===== src/rtl/sfe_pkg.sv =====
// Shared constants and types for the SPI flash command shift engine.
// Assumes a fixed layout of one opcode byte, three address bytes and a
// four-byte data register.
package sfe_pkg;
    localparam int DATA_BYTES   = 4;
    localparam int ADDR_BYTES   = 3;
    localparam int STREAM_BYTES = 1 + ADDR_BYTES + DATA_BYTES;
    localparam int SIDX_W       = $clog2(STREAM_BYTES);
    localparam int RX_IDX_W     = $clog2(DATA_BYTES);
    localparam int TXC_W        = 4;
    localparam int RXC_W        = 3;
    localparam int REG_AW       = 2;

    localparam logic [REG_AW-1:0] OFS_OPADDR = 2'd0;
    localparam logic [REG_AW-1:0] OFS_DATA   = 2'd1;
    localparam logic [REG_AW-1:0] OFS_CTRL   = 2'd2;

    localparam int TXC_LSB   = 0;
    localparam int RXC_LSB   = 8;
    localparam int AEN_BIT   = 12;
    localparam int START_BIT = 16;
    localparam int BUSY_BIT  = 31;

    typedef enum logic [2:0] {
        PH_IDLE,
        PH_LEAD,
        PH_HI,
        PH_LO,
        PH_TAIL
    } phase_t;
endpackage


===== src/rtl/sfe_regs.sv =====
// Register file: opcode/address, data and control registers, start pulse
// generation and receive-byte packing. Assumes the engine holds busy high
// for the whole transaction; all writes are dropped while busy.
module sfe_regs
    import sfe_pkg::*;
(
    input  logic                 clk,
    input  logic                 rst_n,
    input  logic                 wr_en,
    input  logic [REG_AW-1:0]    addr,
    input  logic [31:0]          wdata,
    output logic [31:0]          rdata,
    input  logic                 eng_busy,
    input  logic                 rx_valid,
    input  logic [RX_IDX_W-1:0]  rx_idx,
    input  logic [7:0]           rx_byte,
    output logic                 start,
    output logic [7:0]           opcode,
    output logic [8*ADDR_BYTES-1:0] flash_addr,
    output logic [8*DATA_BYTES-1:0] data_q,
    output logic [TXC_W-1:0]     n_tx,
    output logic [RXC_W-1:0]     n_rx,
    output logic                 addr_en
);
    logic start_q;
    logic busy_all;

    // busy covers the cycle between the start write and the engine launch
    assign busy_all = eng_busy | start_q;
    assign start    = start_q;

    // register writes, start pulse and packing of received bytes
    always_ff @(posedge clk) begin
        if (!rst_n) begin
            start_q    <= 1'b0;
            opcode     <= '0;
            flash_addr <= '0;
            data_q     <= '0;
            n_tx       <= '0;
            n_rx       <= '0;
            addr_en    <= 1'b0;
        end else begin
            start_q <= 1'b0;
            if (wr_en && !busy_all) begin
                case (addr)
                    OFS_OPADDR: begin
                        opcode     <= wdata[7:0];
                        flash_addr <= wdata[8 +: 8*ADDR_BYTES];
                    end
                    OFS_DATA: data_q <= wdata;
                    OFS_CTRL: begin
                        n_tx    <= wdata[TXC_LSB +: TXC_W];
                        n_rx    <= wdata[RXC_LSB +: RXC_W];
                        addr_en <= wdata[AEN_BIT];
                        start_q <= wdata[START_BIT];
                    end
                    default: ;
                endcase
            end
            if (rx_valid) begin
                if (rx_idx == '0)
                    data_q <= {{(8*DATA_BYTES-8){1'b0}}, rx_byte};
                else
                    data_q[8*rx_idx +: 8] <= rx_byte;
            end
        end
    end

    // read multiplexer
    always_comb begin
        rdata = '0;
        case (addr)
            OFS_OPADDR: rdata = {flash_addr, opcode};
            OFS_DATA:   rdata = data_q;
            OFS_CTRL: begin
                rdata[TXC_LSB +: TXC_W] = n_tx;
                rdata[RXC_LSB +: RXC_W] = n_rx;
                rdata[AEN_BIT]          = addr_en;
                rdata[BUSY_BIT]         = busy_all;
            end
            default: rdata = '0;
        endcase
    end
endmodule


===== src/rtl/sfe_stream.sv =====
// Transmit stream builder: arranges opcode, optional address bytes (most
// significant first) and payload bytes (least significant first) into a
// byte vector indexed by stream position. Unused tail positions are zero.
module sfe_stream
    import sfe_pkg::*;
(
    input  logic [7:0]                   opcode,
    input  logic [8*ADDR_BYTES-1:0]      flash_addr,
    input  logic [8*DATA_BYTES-1:0]      data_q,
    input  logic                         addr_en,
    output logic [STREAM_BYTES-1:0][7:0] tx_vec
);
    // place each byte at its stream position for the selected layout
    always_comb begin
        tx_vec    = '0;
        tx_vec[0] = opcode;
        for (int i = 0; i < DATA_BYTES; i++) begin
            if (addr_en)
                tx_vec[1 + ADDR_BYTES + i] = data_q[8*i +: 8];
            else
                tx_vec[1 + i] = data_q[8*i +: 8];
        end
        if (addr_en) begin
            for (int j = 0; j < ADDR_BYTES; j++)
                tx_vec[1 + j] = flash_addr[8*(ADDR_BYTES-1-j) +: 8];
        end
    end
endmodule


===== src/rtl/sfe_shifter.sv =====
// Mode-0 SPI bit engine. On start it lowers chip select, waits one
// half-period, then runs 8 bits per byte: MISO is sampled as SCLK rises,
// MOSI advances as SCLK falls. Transmit bytes come first, then receive
// bytes. Chip select rises one half-period after the last falling edge.
// Assumes start only arrives while idle and the stream inputs stay stable.
module sfe_shifter
    import sfe_pkg::*;
#(
    parameter int CLK_DIV = 2
) (
    input  logic                         clk,
    input  logic                         rst_n,
    input  logic                         start,
    input  logic [TXC_W-1:0]             n_tx,
    input  logic [RXC_W-1:0]             n_rx,
    input  logic [STREAM_BYTES-1:0][7:0] tx_vec,
    input  logic                         miso,
    output logic                         sclk,
    output logic                         mosi,
    output logic                         cs_n,
    output logic                         busy,
    output logic                         rx_valid,
    output logic [RX_IDX_W-1:0]          rx_idx,
    output logic [7:0]                   rx_byte
);
    localparam int DIV_W = (CLK_DIV > 1) ? $clog2(CLK_DIV) : 1;
    localparam int CNT_W = TXC_W + 1;

    phase_t           phase;
    logic [DIV_W-1:0] div;
    logic [2:0]       bit_cnt;
    logic [CNT_W-1:0] byte_cnt, tx_q, total_q, tx_eff, rx_eff, nxt;
    logic [7:0]       sh, rxsh, nxt_byte;
    logic             tick, in_tx, last_byte;

    // half-period timing and position decode
    always_comb begin
        tick      = (div == DIV_W'(CLK_DIV - 1));
        in_tx     = (byte_cnt < tx_q);
        last_byte = (byte_cnt == total_q - 1'b1);
        nxt       = byte_cnt + 1'b1;
        nxt_byte  = (nxt < CNT_W'(STREAM_BYTES)) ? tx_vec[nxt[SIDX_W-1:0]] : 8'h00;
        tx_eff    = (n_tx == '0) ? CNT_W'(1) : CNT_W'(n_tx);
        rx_eff    = (n_rx > RXC_W'(DATA_BYTES)) ? CNT_W'(DATA_BYTES) : CNT_W'(n_rx);
    end

    // phase sequencing, bit and byte counting, shift registers
    always_ff @(posedge clk) begin
        if (!rst_n) begin
            phase    <= PH_IDLE;
            div      <= '0;
            bit_cnt  <= '0;
            byte_cnt <= '0;
            tx_q     <= CNT_W'(1);
            total_q  <= CNT_W'(1);
            sh       <= '0;
            rxsh     <= '0;
            sclk     <= 1'b0;
            cs_n     <= 1'b1;
        end else begin
            if (phase == PH_IDLE || tick) div <= '0;
            else                          div <= div + 1'b1;
            case (phase)
                PH_IDLE: begin
                    if (start) begin
                        cs_n     <= 1'b0;
                        phase    <= PH_LEAD;
                        bit_cnt  <= '0;
                        byte_cnt <= '0;
                        tx_q     <= tx_eff;
                        total_q  <= tx_eff + rx_eff;
                        sh       <= tx_vec[0];
                    end
                end
                PH_LEAD, PH_LO: begin
                    if (tick) begin
                        sclk  <= 1'b1;
                        rxsh  <= {rxsh[6:0], miso};
                        phase <= PH_HI;
                    end
                end
                PH_HI: begin
                    if (tick) begin
                        sclk <= 1'b0;
                        if (bit_cnt == 3'd7) begin
                            bit_cnt <= '0;
                            if (last_byte) begin
                                phase <= PH_TAIL;
                            end else begin
                                byte_cnt <= nxt;
                                sh       <= nxt_byte;
                                phase    <= PH_LO;
                            end
                        end else begin
                            bit_cnt <= bit_cnt + 1'b1;
                            sh      <= {sh[6:0], 1'b0};
                            phase   <= PH_LO;
                        end
                    end
                end
                PH_TAIL: begin
                    if (tick) begin
                        cs_n  <= 1'b1;
                        phase <= PH_IDLE;
                    end
                end
                default: phase <= PH_IDLE;
            endcase
        end
    end

    // serial output and receive handoff
    always_comb begin
        mosi     = !cs_n && in_tx && sh[7];
        busy     = (phase != PH_IDLE);
        rx_valid = (phase == PH_HI) && tick && (bit_cnt == 3'd7) && !in_tx;
        rx_idx   = RX_IDX_W'(byte_cnt - tx_q);
        rx_byte  = rxsh;
    end
endmodule


===== src/rtl/spi_flash_cmd_engine.sv =====
// Top of the SPI flash command shift engine: register file, transmit
// stream builder and mode-0 bit engine. One command per start request,
// single device, SCLK half-period of CLK_DIV core cycles.
module spi_flash_cmd_engine
    import sfe_pkg::*;
#(
    parameter int CLK_DIV = 2
) (
    input  logic        clk,
    input  logic        rst_n,
    input  logic        reg_wr,
    input  logic [1:0]  reg_addr,
    input  logic [31:0] reg_wdata,
    output logic [31:0] reg_rdata,
    output logic        spi_sclk,
    output logic        spi_mosi,
    output logic        spi_cs_n,
    input  logic        spi_miso
);
    logic                         start, eng_busy, rx_valid, addr_en;
    logic [RX_IDX_W-1:0]          rx_idx;
    logic [7:0]                   rx_byte, opcode;
    logic [8*ADDR_BYTES-1:0]      flash_addr;
    logic [8*DATA_BYTES-1:0]      data_q;
    logic [TXC_W-1:0]             n_tx;
    logic [RXC_W-1:0]             n_rx;
    logic [STREAM_BYTES-1:0][7:0] tx_vec;

    sfe_regs u_regs (
        .clk(clk), .rst_n(rst_n), .wr_en(reg_wr), .addr(reg_addr),
        .wdata(reg_wdata), .rdata(reg_rdata), .eng_busy(eng_busy),
        .rx_valid(rx_valid), .rx_idx(rx_idx), .rx_byte(rx_byte),
        .start(start), .opcode(opcode), .flash_addr(flash_addr),
        .data_q(data_q), .n_tx(n_tx), .n_rx(n_rx), .addr_en(addr_en)
    );

    sfe_stream u_stream (
        .opcode(opcode), .flash_addr(flash_addr), .data_q(data_q),
        .addr_en(addr_en), .tx_vec(tx_vec)
    );

    sfe_shifter #(.CLK_DIV(CLK_DIV)) u_shift (
        .clk(clk), .rst_n(rst_n), .start(start), .n_tx(n_tx), .n_rx(n_rx),
        .tx_vec(tx_vec), .miso(spi_miso), .sclk(spi_sclk), .mosi(spi_mosi),
        .cs_n(spi_cs_n), .busy(eng_busy), .rx_valid(rx_valid),
        .rx_idx(rx_idx), .rx_byte(rx_byte)
    );
endmodule


===== config.mk =====
export PLATFORM = sky130hd
export DESIGN_NAME = spi_flash_cmd_engine
export DESIGN_NICKNAME = d
export VERILOG_FILES = /design/src/rtl/sfe_pkg.sv /design/src/rtl/sfe_regs.sv /design/src/rtl/sfe_stream.sv /design/src/rtl/sfe_shifter.sv /design/src/rtl/spi_flash_cmd_engine.sv
export SDC_FILE = /design/constraint.sdc
export NUM_CORES = 1
export LEC_CHECK = 0
export ABC_AREA = 1
export BUFFER_PORTS_ARGS = -buffer_cell sky130_fd_sc_hd__buf_2
export CAP_MARGIN = 25
export CELL_PAD_IN_SITES_DETAIL_PLACEMENT = 0
export CELL_PAD_IN_SITES_GLOBAL_PLACEMENT = 1
export CORE_UTILIZATION = 39
export DETAILED_ROUTE_END_ITERATION = 10
export PLACE_DENSITY = 0.73
export REMOVE_ABC_BUFFERS = 1
export SLEW_MARGIN = 20
export SYNTH_ARGS = -nofsm -noshare
export SYNTH_HDL_FRONTEND = slang
export SYNTH_SLANG_ARGS = --single-unit

===== constraint.sdc =====
create_clock -name clk -period 5.8 [get_ports clk]
set_input_delay 0 -clock clk [delete_from_list [all_inputs] [get_ports clk]]
set_output_delay 0 -clock clk [all_outputs]
set_load 0.02 [all_outputs]

Word-level counts from Yosys, hierarchy flattened --
Cells that the tools add are included.
Operators by class: $add $sub $neg 7, magnitude comparators 4, equal/unequal tests 15, shifts and indexed selects 2, multiplexer cells 49, bitwise gates (word level) 2, reductions and logical operators 31
Operators with widths (number):
- two-way mux 32 bit | 5
- two-way mux 8 bit | 10
- one-hot mux 18 bit (2 select lines) | 1
- negation 5 -> 34 bit | 1
- variable shift 8 x 34 -> 32 bit, first input constant | 1
- indexed part select 8 x 34 -> 32 bit | 1
- bitwise mux 32 bit | 1
- two-way mux 3 bit | 10
- binary-select mux 8 bit (select 3 bit) | 1
- two-way mux 24 bit | 1
- two-way mux 5 bit | 4
- one-hot mux 8 bit (2 select lines) | 1
- one-hot mux 3 bit (4 select lines) | 1
- one-hot mux 4 bit (3 select lines) | 1
- AND reduction 3 bit | 4
- one-hot mux 5 bit (2 select lines) | 1
- one-hot mux 3 bit (3 select lines) | 1
- != test 2 x 1 -> 1 bit, second input constant | 4
- one-hot mux 4 bit (2 select lines) | 1
- AND reduction 2 bit | 4
- AND reduction 4 bit | 2
- equality test 3 x 2 -> 1 bit, second input constant | 2
- equality test 3 bit, second input constant | 2
- logical AND 1 bit | 6
- 32 further kinds | 44
Storage, ports and cells: register bits after elaboration 112, word-level logic and storage cells 127

Longest topological paths before layout --
Gate-level depths: netlist (run 1).
word-level depth 9, mapped depth 14

Modules after synthesis --
A second synthesis (run 1) with hierarchy kept.
Unflattened totals: cells, all modules 1208, area, all modules 7352.1 um^2
Modules (own cells, without submodules):
- sfe_regs | instances 1, cells each 577, area an instance 3784.9 um^2, seq. area each 1461.4 um^2
- sfe_shifter | instances 1, cells each 469, area an instance 2890.3 um^2, seq. area each 780.7 um^2
- sfe_stream | instances 1, cells each 162, area an instance 676.9 um^2, seq. area each 0.0 um^2

Least setup slack after synthesis (run 1) --
Ideal clock, no wire load.
kind reg2reg, start register u_shift.byte_cnt[0], end register u_regs.data_q[0], setup time 0.072 ns, arrival 1.976 ns, setup slack 3.753 ns, cell stages (with the launch flop) 10, cells stage by stage dfxtp_1 -> inv_2 -> clkbuf_1 -> ha_1 -> xnor2_1 -> inv_1 -> ha_1 -> o211ai_1 -> nand2_1 -> a21oi_1
Between the ends: longest elaborated chain between the ends 6, elaborated cells between the ends (all ways) 11
Ends and longest elaborated chain:
- from (decl) | RTL line sfe_shifter.sv:32 | logic [CNT_W-1:0] byte_cnt, tx_q, total_q, tx_eff, rx_eff, nxt;
- from (signal assigned) | RTL line sfe_shifter.sv:90 | byte_cnt <= nxt;
- subtractor 2 bit | RTL line sfe_shifter.sv:117 | rx_idx = RX_IDX_W'(byte_cnt - tx_q);
- negation 5 -> 34 bit | RTL line sfe_regs.sv:64 | data_q[8*rx_idx +: 8] <= rx_byte;
- indexed part select 8 x 34 -> 32 bit / variable shift 8 x 34 -> 32 bit (equally long branches) | RTL line sfe_regs.sv:64
- bitwise mux 32 bit | RTL line sfe_regs.sv:64
- two-way mux 32 bit | RTL line sfe_regs.sv:61 | if (rx_idx == '0)
- two-way mux 32 bit (*) | RTL line sfe_regs.sv:60 | if (rx_valid) begin
- to (signal assigned) | RTL line sfe_regs.sv:50 | OFS_DATA: data_q <= wdata;
- to (signal assigned) | RTL line sfe_regs.sv:62 | data_q <= {{(8*DATA_BYTES-8){1'b0}}, rx_byte};
- to (signal, indexed assignment) | RTL line sfe_regs.sv:64
- to (decl) | RTL line sfe_regs.sv:20 | output logic [8*DATA_BYTES-1:0] data_q,
Mark *: on every way between the ends. The rest lies on a longest branch, timed or not. A chain may end at the register's enable or synchronous reset.

Worst setup path after layout (run 1) --
start register u_shift.byte_cnt[0], end register u_regs.data_q[4]
The elaborated chain is that of the path after synthesis.

==> results of run 1 <==
-- cell type report --
class,count,area (um2),share of cell area (%)
timing repair buffer,114,758,9.80
inverter,103,387,5.00
sequential,112,2240,29.0
clock buffer,9,225,2.91
tap,220,275,3.56
multi-input combinational,818,3750,48.5
clock inverter,7,96.3,1.25
-- state kept, by name, indices dropped and copies added, names as in the netlist, 5 cells and up --
name               count
u_regs.flash_addr     24
u_shift.total_q        5
u_shift.rx_byte        8
u_shift.sh             8
u_regs.opcode          8
u_shift.byte_cnt       5
u_regs.data_q         32
-- stage by stage --
step                worst slack, ns  area [um2]  util (%)  std cells  total power [uW]
floorplan                      3.05        6380         -       1033              1250
global placement               3.01        7080      42.9       1334              1440
CTS                            2.89        7730      46.8       1383              2140
detailed placement             2.93        7080      42.9       1334              1440
finish                         2.82        7730      46.8       1383              2130
global route                   2.56        7730      46.8       1383              2240
-- cell usage after synthesis, types with 4 or more instances --
cell type    n  area (um2)
clkbuf_1    30         113
o221ai_1     7        61.3
nand2_2      4        25.0
inv_1       95         357
buf_1        7        26.3
buf_2       14        70.1
nand4_1      7        43.8
dfxtp_1    112        2240
inv_2        5        18.8
a21oi_1     98         490
nand3_1     65         325
nor2_1     198         743
o22ai_1      4        25.0
nand2_1    285        1070
ha_1        16         200
o211ai_1     9        67.6
nor2_2       5        31.3
o21ai_0     94         470
o21ai_1      6        30.0
-- worst max path at each step --
stage | cells past startpoint | from | end
after floorplan | 8 | u_shift.byte_cnt[0] | u_regs.data_q[0]
after global placement | 8 | u_shift.byte_cnt[0] | u_regs.data_q[22]
after detailed placement | 8 | u_shift.byte_cnt[0] | u_regs.data_q[22]
after CTS | 8 | u_shift.byte_cnt[0] | u_regs.data_q[4]
after global routing | 8 | u_shift.byte_cnt[0] | u_regs.data_q[6]
final | 8 | u_shift.byte_cnt[0] | u_regs.data_q[4]
-- power by group --
| group | internal, uW | leakage, uW | switching [uW] |
|---|---|---|---|
| clock | 380 | 0.000159 | 307 |
| sequential | 835 | 0.000909 | 55.2 |
| combinational | 172 | 0.00242 | 375 |
| total | 1390 | 0.00349 | 738 |
-- routing by layer --
metal	share of wire (%)	track usage, %	up-vias
met5	0	0	-
met4	1.8	7.24	0
met3	4.5	4.19	26
met2	46	44.2	183
met1	48	36.2	3238
li1	-	-	3631
-- cells by family (layout without fill, tap and decap cells) --
family,count (synthesis),after routing,synth area share [%]
xor gates and xnor gates,5,5,0.664
adders and majority gates,17,17,3.34
and+or+nand+nor,573,573,35.0
AOI/OAI and AO/OA,223,223,17.9
DFF,112,112,34.0
buffers and inverters,155,233,9.14
-- what timing repair did --
item,4_1_cts,5_1_grt
buffers inserted,0,0
endpoints found under the hold margin,53,0
hold buffers,33,0
endpoints found under the setup margin,0,0
-- tightest hold or removal path, cell delays in order --
cell and delay [ns]:
buf_2 0.11, nand2_2 0.11, nor2_2 0.11, a21oi_1 0.14
==> results.cfg, run 1 <==
[die]
initial_core_util_pct = 39.9
die-height_um = 132
core_um2 = 16500
pin_count = 73
num_rows = 47
die-width_um = 132
die-area_um2 = 17400

[logic_synthesis]
synth_edf_count = 0
synth-seq-area-share_pct = 34.0
ys_ff_latch = 112
syn_avg_cell_area_um2 = 6.08
ys_warn_count = 0
ys.flop_type = dfxtp_1
synth_cells = 1085
yosysUniqueCellTypes = 35
syn-cell-area_um2 = 6600
async_flop_share_pct = 0

[power_and_ir_drop]
leakage_uw = 0.00349
max-vdd-ir-drop_mv = 0.159
p_per_area_nw_per_um2 = 275

[drt]
avgViaCountPerCell = 5.12
num_vias = 7078
routedWlPerCell_um = 16.6
wl_um = 23000
drc_errors = 0
dr.pass1.iters = 5
drtIter0Drc = 558
antenna_left = 0

[setup_path]
rr_endpoint = u_regs.data_q[4]
max_stage_delay_ns = 0.71
cp_common_cell = ha_1
cpMaxStageDelayCell = dfxtp_1
crit_type = flip-flop to flip-flop
path_cells = inv_2, ha_1, xnor2_1, inv_1, ha_1, o211ai_1, nand2_1, a21oi_1
r2r_start = u_shift.byte_cnt[0]
end_kind = flip-flop
arrival_ns = 3.24
r2r_cells = 8
crit_buf_inv = 2
path_max_fanout = 21
startpoint_type = flip-flop
ff2ff_setup_slack_ns = 2.82
worstPathRequired_ns = 6.06
crit_family = flip-flops

[global_routing]
grt_pass1_vias = 6518
grtUsageTotal_pct = 26.8
grt_max_degree = 81
grt_pass1_wl_um = 36400
overflow = 0
antenna_found_initial = 0

[placed_design]
port_buffers = 72
hpwlAfterDp_um = 16100
place.gp.congestion = 0.865

[clock_network]
root_buffer = clkbuf_16
cts_tree = yes
worstSkewPairLatency_ns = 0.36
htree_levels = 3
clkTransAtPathRegs_ns = 0.07
cts_buffers = 9
cts-resized-gates = 0
clock-sinks = 112
clock_path_buffers = 2

[timing]
relSlewSlack_pct = 43.4
rsz0062_at_grt = false
whs_ns = 0.152
fin_worst_skew_ns = 0.00645
fin_crit_ns = 2.98
final.period_utilization_pct = 51.3
fmax_mhz = 336
setup_violations = 0
tns_ns = 0
tightest_slew_ns = 0.849
slew_violations = 0
hold_viol = 0

[hold_path]
min_from = reg_wr
hp-class = primary input to flip-flop
holdPathEnd = u_regs.n_tx[1]
hold_depth = 4

[cells_and_area]
drive_above_1_share_pct = 9.89
layout_commonest_cell = nand2_1
insertedDiodeCount = 0
fill_cells = 1812
final_cell_mix = nand2_1 (285), nor2_1 (198), dfxtp_1 (112)
nNetsFinal = 1213
area_growth_pct = 17.3

[run_status]
status = finished, final reports clean

[run]
drv_cap = 0
Power figures use the tool's default switching activity.
==> inputs of run 2 (changes only) <==
- clock period: 5.8 -> 3.1 ns (I/O delays scaled with it)
==> results.cfg, run 2 (same netlist as run 1, synthesis figures left out) <==
[power_and_ir_drop]
max-vdd-ir-drop_mv = 0.315
p_per_area_nw_per_um2 = 509
leakage_uw = 0.00352

[clock_network]
clock_path_buffers = 2
clkTransAtPathRegs_ns = 0.08
htree_levels = 3
cts_tree = yes
root_buffer = clkbuf_16
clock-sinks = 112
worstSkewPairLatency_ns = 0.36
cts_buffers = 9

[setup_path]
crit_type = flip-flop to flip-flop
max_stage_delay_ns = 0.49
worstPathRequired_ns = 3.39
path_cells = buf_4, ha_1, nand3_1, nand2_1, nand3_1, nor2_1, nand3_1, nand2_1, nand4_1, a21oi_1
arrival_ns = 2.81
startpoint_type = flip-flop
path_max_fanout = 41
cpMaxStageDelayCell = nor2_1
cp_common_cell = nand3_1
end_kind = flip-flop

[cells_and_area]
nNetsFinal = 1221
insertedDiodeCount = 0
largestRegisters = u_regs.data_q: 32 flops, u_regs.flash_addr: 24 flops
largest_reg_flops = 32
multi_input_area_um2 = 3750
regMostFlops = u_regs.data_q
drive_above_1_share_pct = 10.6
seq_area_um2 = 2240
final_cell_mix = nand2_1 (285), nor2_1 (198), dfxtp_1 (112)
utilization_pct = 47.1
fill_cells = 1816
area_growth_pct = 17.9
post-route-cell-area_um2 = 7780
layout_commonest_cell = nand2_1

[placed_design]
hpwlAfterDp_um = 16200
placedInstanceArea_um2 = 7140
place_ws_ns = 0.626
port_buffers = 72
place.gp.congestion = 0.863

[global_routing]
grtUsageTotal_pct = 27.0
grt_pass1_vias = 6710
overflow = 0
antenna_found_initial = 0
grt_max_degree = 42
grt_pass1_wl_um = 36700

[run_status]
status = finished, final reports clean

[drt]
num_vias = 7128
drc_errors = 0
drtIter0Drc = 504
dr.pass1.iters = 5
wl_um = 22900
antenna_left = 0
routedWlPerCell_um = 16.4
avgViaCountPerCell = 5.12

[die]
die-height_um = 132
die-width_um = 132
pin_count = 73
core_um2 = 16500
die-area_um2 = 17400
initial_core_util_pct = 39.9
num_rows = 47

[timing]
tightest_slew_ns = 0.746
fin_ws_ns = 0.580
setup_violations = 0
tns_ns = 0
relSlewSlack_pct = 49.9
fin_worst_skew_ns = 0.0113
rsz0062_at_grt = false
fin_crit_ns = 2.52
whs_ns = 0.0323
hold_viol = 0
fmax_mhz = 397
final.period_utilization_pct = 81.3
slew_violations = 0

[hold_path]
hp-class = primary input to flip-flop

[run]
drv_cap = 0
[run 2: metrics by stage]
step,total power [uW],cells
after global routing,4190,1391
final,3960,1391
after detailed placement,2700,1342
after CTS,3980,1391
after floorplan,2330,1033
after global placement,2700,1342
[run 2: timing repair]
action	CTS	global route
setup buffers	0	0
hold endpoints to repair	56	0
hold buffers	33	0
resized for setup	0	0
[run 2: routing by layer]
layer,track usage (%),vias up,share of wire [%]
li1,-,3641,-
met1,35.7,3262,46
met4,9.11,0,2.3
met5,0,-,0
met3,4.88,33,5.3
met2,44.3,192,46
[run 2: final timing paths]
check | start | cells past startpoint | slack [ns] | endpoint
max | u_shift.byte_cnt[0] | 10 | 0.58 | u_shift.sh[2]
min | rst_n | 2 | 0.03 | u_shift.cs_n
max reg2reg | u_shift.byte_cnt[0] | 10 | 0.58 | u_shift.sh[2]
min reg2reg | u_shift.sclk | 2 | 0.47 | u_shift.sclk
[run 2: where the power goes]
| group | internal, uW | switching (uW) | leakage, uW |
|---|---|---|---|
| Combinational | 335 | 702 | 0.00246 |
| Sequential | 1560 | 109 | 0.000909 |
| Clock | 654 | 596 | 0.000145 |
[run 2: area by class of cell]
type | instances | share of cell area (%)
inverter | 103 | 4.97
clock buffer | 10 | 3.07
tap | 220 | 3.54
timing repair buffer | 122 | 10.5
clock inverter | 6 | 0.868
sequential | 112 | 28.8
multi-input combinational | 818 | 48.2
[run 2: worst max-delay path, delay by kind of cell (launching register included)]
family                   cells  cell delay, ns
buffers and inverters        1            0.42
AND/OR/NAND/NOR              7            1.22
adder cells (fa/ha/maj)      1            0.34
flip-flops                   1            0.35
AO/OA/AOI/OAI                1            0.13
==> inputs of run 3 (changes only) <==
- CORE_UTILIZATION: 39 -> 37
- PLACE_DENSITY: 0.73 -> 0.72
- clock period: 3.1 -> 2 ns (I/O delays scaled with it)
==> results.cfg, run 3 (same netlist as run 1, synthesis figures left out) <==
[run_status]
status = finished, final reports clean

[power_and_ir_drop]
p_int_uw = 3950
leakage_uw = 0.00368
pwr-share-comb_pct = 29.5
switchingPower_uw = 2200
p_per_area_nw_per_um2 = 759
seqPwrFrac_pct = 41.9
power_uw = 6160
max-vdd-ir-drop_mv = 0.464
p_clk_share_pct = 28.6
sw_frac_of_total_pct = 35.8

[global_routing]
overflow = 0
grtUsageTotal_pct = 26.2
grt_pass1_vias = 6674
grt_max_degree = 41
antenna_found_initial = 0
grt_pass1_wl_um = 36500

[drt]
antenna_left = 0
drc_errors = 0
drtIter0Drc = 501
num_vias = 7161
dr.pass1.iters = 5
avgViaCountPerCell = 5.02
wl_um = 23100
routedWlPerCell_um = 16.2

[clock_network]
cts_buffers = 9
clkTransAtPathRegs_ns = 0.07
cts_tree = yes
worstSkewPairLatency_ns = 0.36
root_buffer = clkbuf_16
cts_setup_buffers = 0
clock_path_buffers = 2
clock-sinks = 112
htree_levels = 3

[cells_and_area]
drive_above_1_share_pct = 14.1
area_growth_pct = 23.0
insertedDiodeCount = 0
largest_reg_flops = 32
post-route-cell-area_um2 = 8110
layout_commonest_cell = nand2_1
nNetsFinal = 1251
regMostFlops = u_regs.data_q
final_cell_mix = nand2_1 (279), nor2_1 (194), dfxtp_1 (112)
largestRegisters = u_regs.data_q: 32 flops, u_regs.flash_addr: 24 flops

[setup_path]
r2r_cells = 11
worstPathRequired_ns = 2.00
rr_endpoint = u_shift.sh[0]
ff2ff_setup_slack_ns = 0.14
arrival_ns = 1.90
end_kind = output port
r2r_start = u_shift.byte_cnt[0]
crit_type = flip-flop to output port
path_max_fanout = 4
startpoint_type = flip-flop

[placed_design]
place.gp.congestion = 0.852
port_buffers = 72
placedInstanceArea_um2 = 7420
hpwlAfterDp_um = 16800

[hold_path]
min_from = rst_n
holdPathEnd = u_regs.data_q[11]
hold_depth = 3
hp-class = primary input to flip-flop

[die]
die-width_um = 136
initial_core_util_pct = 38.0
die-height_um = 136
core_um2 = 17400
die-area_um2 = 18400
num_rows = 48
pin_count = 73

[timing]
final.period_utilization_pct = 95.2
tightest_slew_ns = 0.610
fin_worst_skew_ns = 0.00590
slew_violations = 0
fin_crit_ns = 1.90
fmax_mhz = 525
setup_violations = 0
relSlewSlack_pct = 59.2
hold_viol = 0
rsz0062_at_grt = true

[run]
drv_cap = 0
[run 3: worst max path at each step]
| stage | startpoint | end | slack (ns) |
|---|---|---|---|
| finish | u_shift.tx_q[1] | spi_mosi | 0.1 |
| global route | u_shift.tx_q[1] | u_regs.data_q[3] | -0.02 |
| CTS | u_shift.byte_cnt[0] | u_regs.data_q[22] | 0.04 |
| detailed placement | u_shift.tx_q[1] | u_regs.data_q[22] | -0.04 |
| global placement | u_shift.tx_q[1] | u_regs.data_q[21] | -0.06 |
| floorplan | u_shift.byte_cnt[0] | u_regs.data_q[0] | -0.75 |
[run 3: layout make-up]
class | instances | area [um2]
timing repair buffer | 151 | 1090
clock inverter | 3 | 17.5
multi-input combinational | 819 | 3840
tap | 225 | 282
fill | 1883 | 9250
inverter | 103 | 387
clock buffer | 13 | 250
sequential | 112 | 2240
[run 3: power groups by stage]
stage | combinational [uW] | sequential, uW | clock (uW)
final | 1820 | 2580 | 1760
after global routing | 2030 | 2600 | 1870
after CTS | 1760 | 2580 | 1790
after detailed placement | 1690 | 2620 | 0
after global placement | 1700 | 2630 | 0
after floorplan | 1020 | 2600 | 0
[run 3: layer usage]
layer	vias up	GRT usage (%)	routed length, um
met4	0	10.3	610
met3	35	3.44	1050
met1	3269	35.5	10900
met2	161	42.0	10500
met5	-	0	0
li1	3696	-	-
[run 3: worst max-delay path, stage by stage (launching register included)]
cell     delay, ns
dfxtp_1       0.33
inv_1         0.06
ha_4          0.25
inv_1         0.06
nor2_2        0.03
o21a_1        0.17
o21ai_2       0.12
nand2_2       0.12
buf_4         0.16
nor3_2        0.09
buf_4         0.16
[run 3: stage by stage]
step	TNS [ns]	hold WS (ns)	std cells	setup slack, ns	util (%)
floorplan	-33.09	0.0841	1033	-0.753	-
global placement	-0.435	0.244	1376	-0.0631	42.7
detailed placement	-0.208	0.249	1376	-0.0419	42.7
CTS	0	0.0109	1425	0.0358	46.3
global route	-0.0531	0.0466	1426	-0.0205	46.7
finish	0	0.0248	1426	0.0960	46.7
[run 3: repair_timing]
item / in CTS / in global routing
gates cloned: 0 / 1
endpoints found under the hold margin: 50 / 0
hold buffers: 33 / 0
pin swaps: 1 / 2
endpoints found under the setup margin: 13 / 45
gates resized for setup: 5 / 21
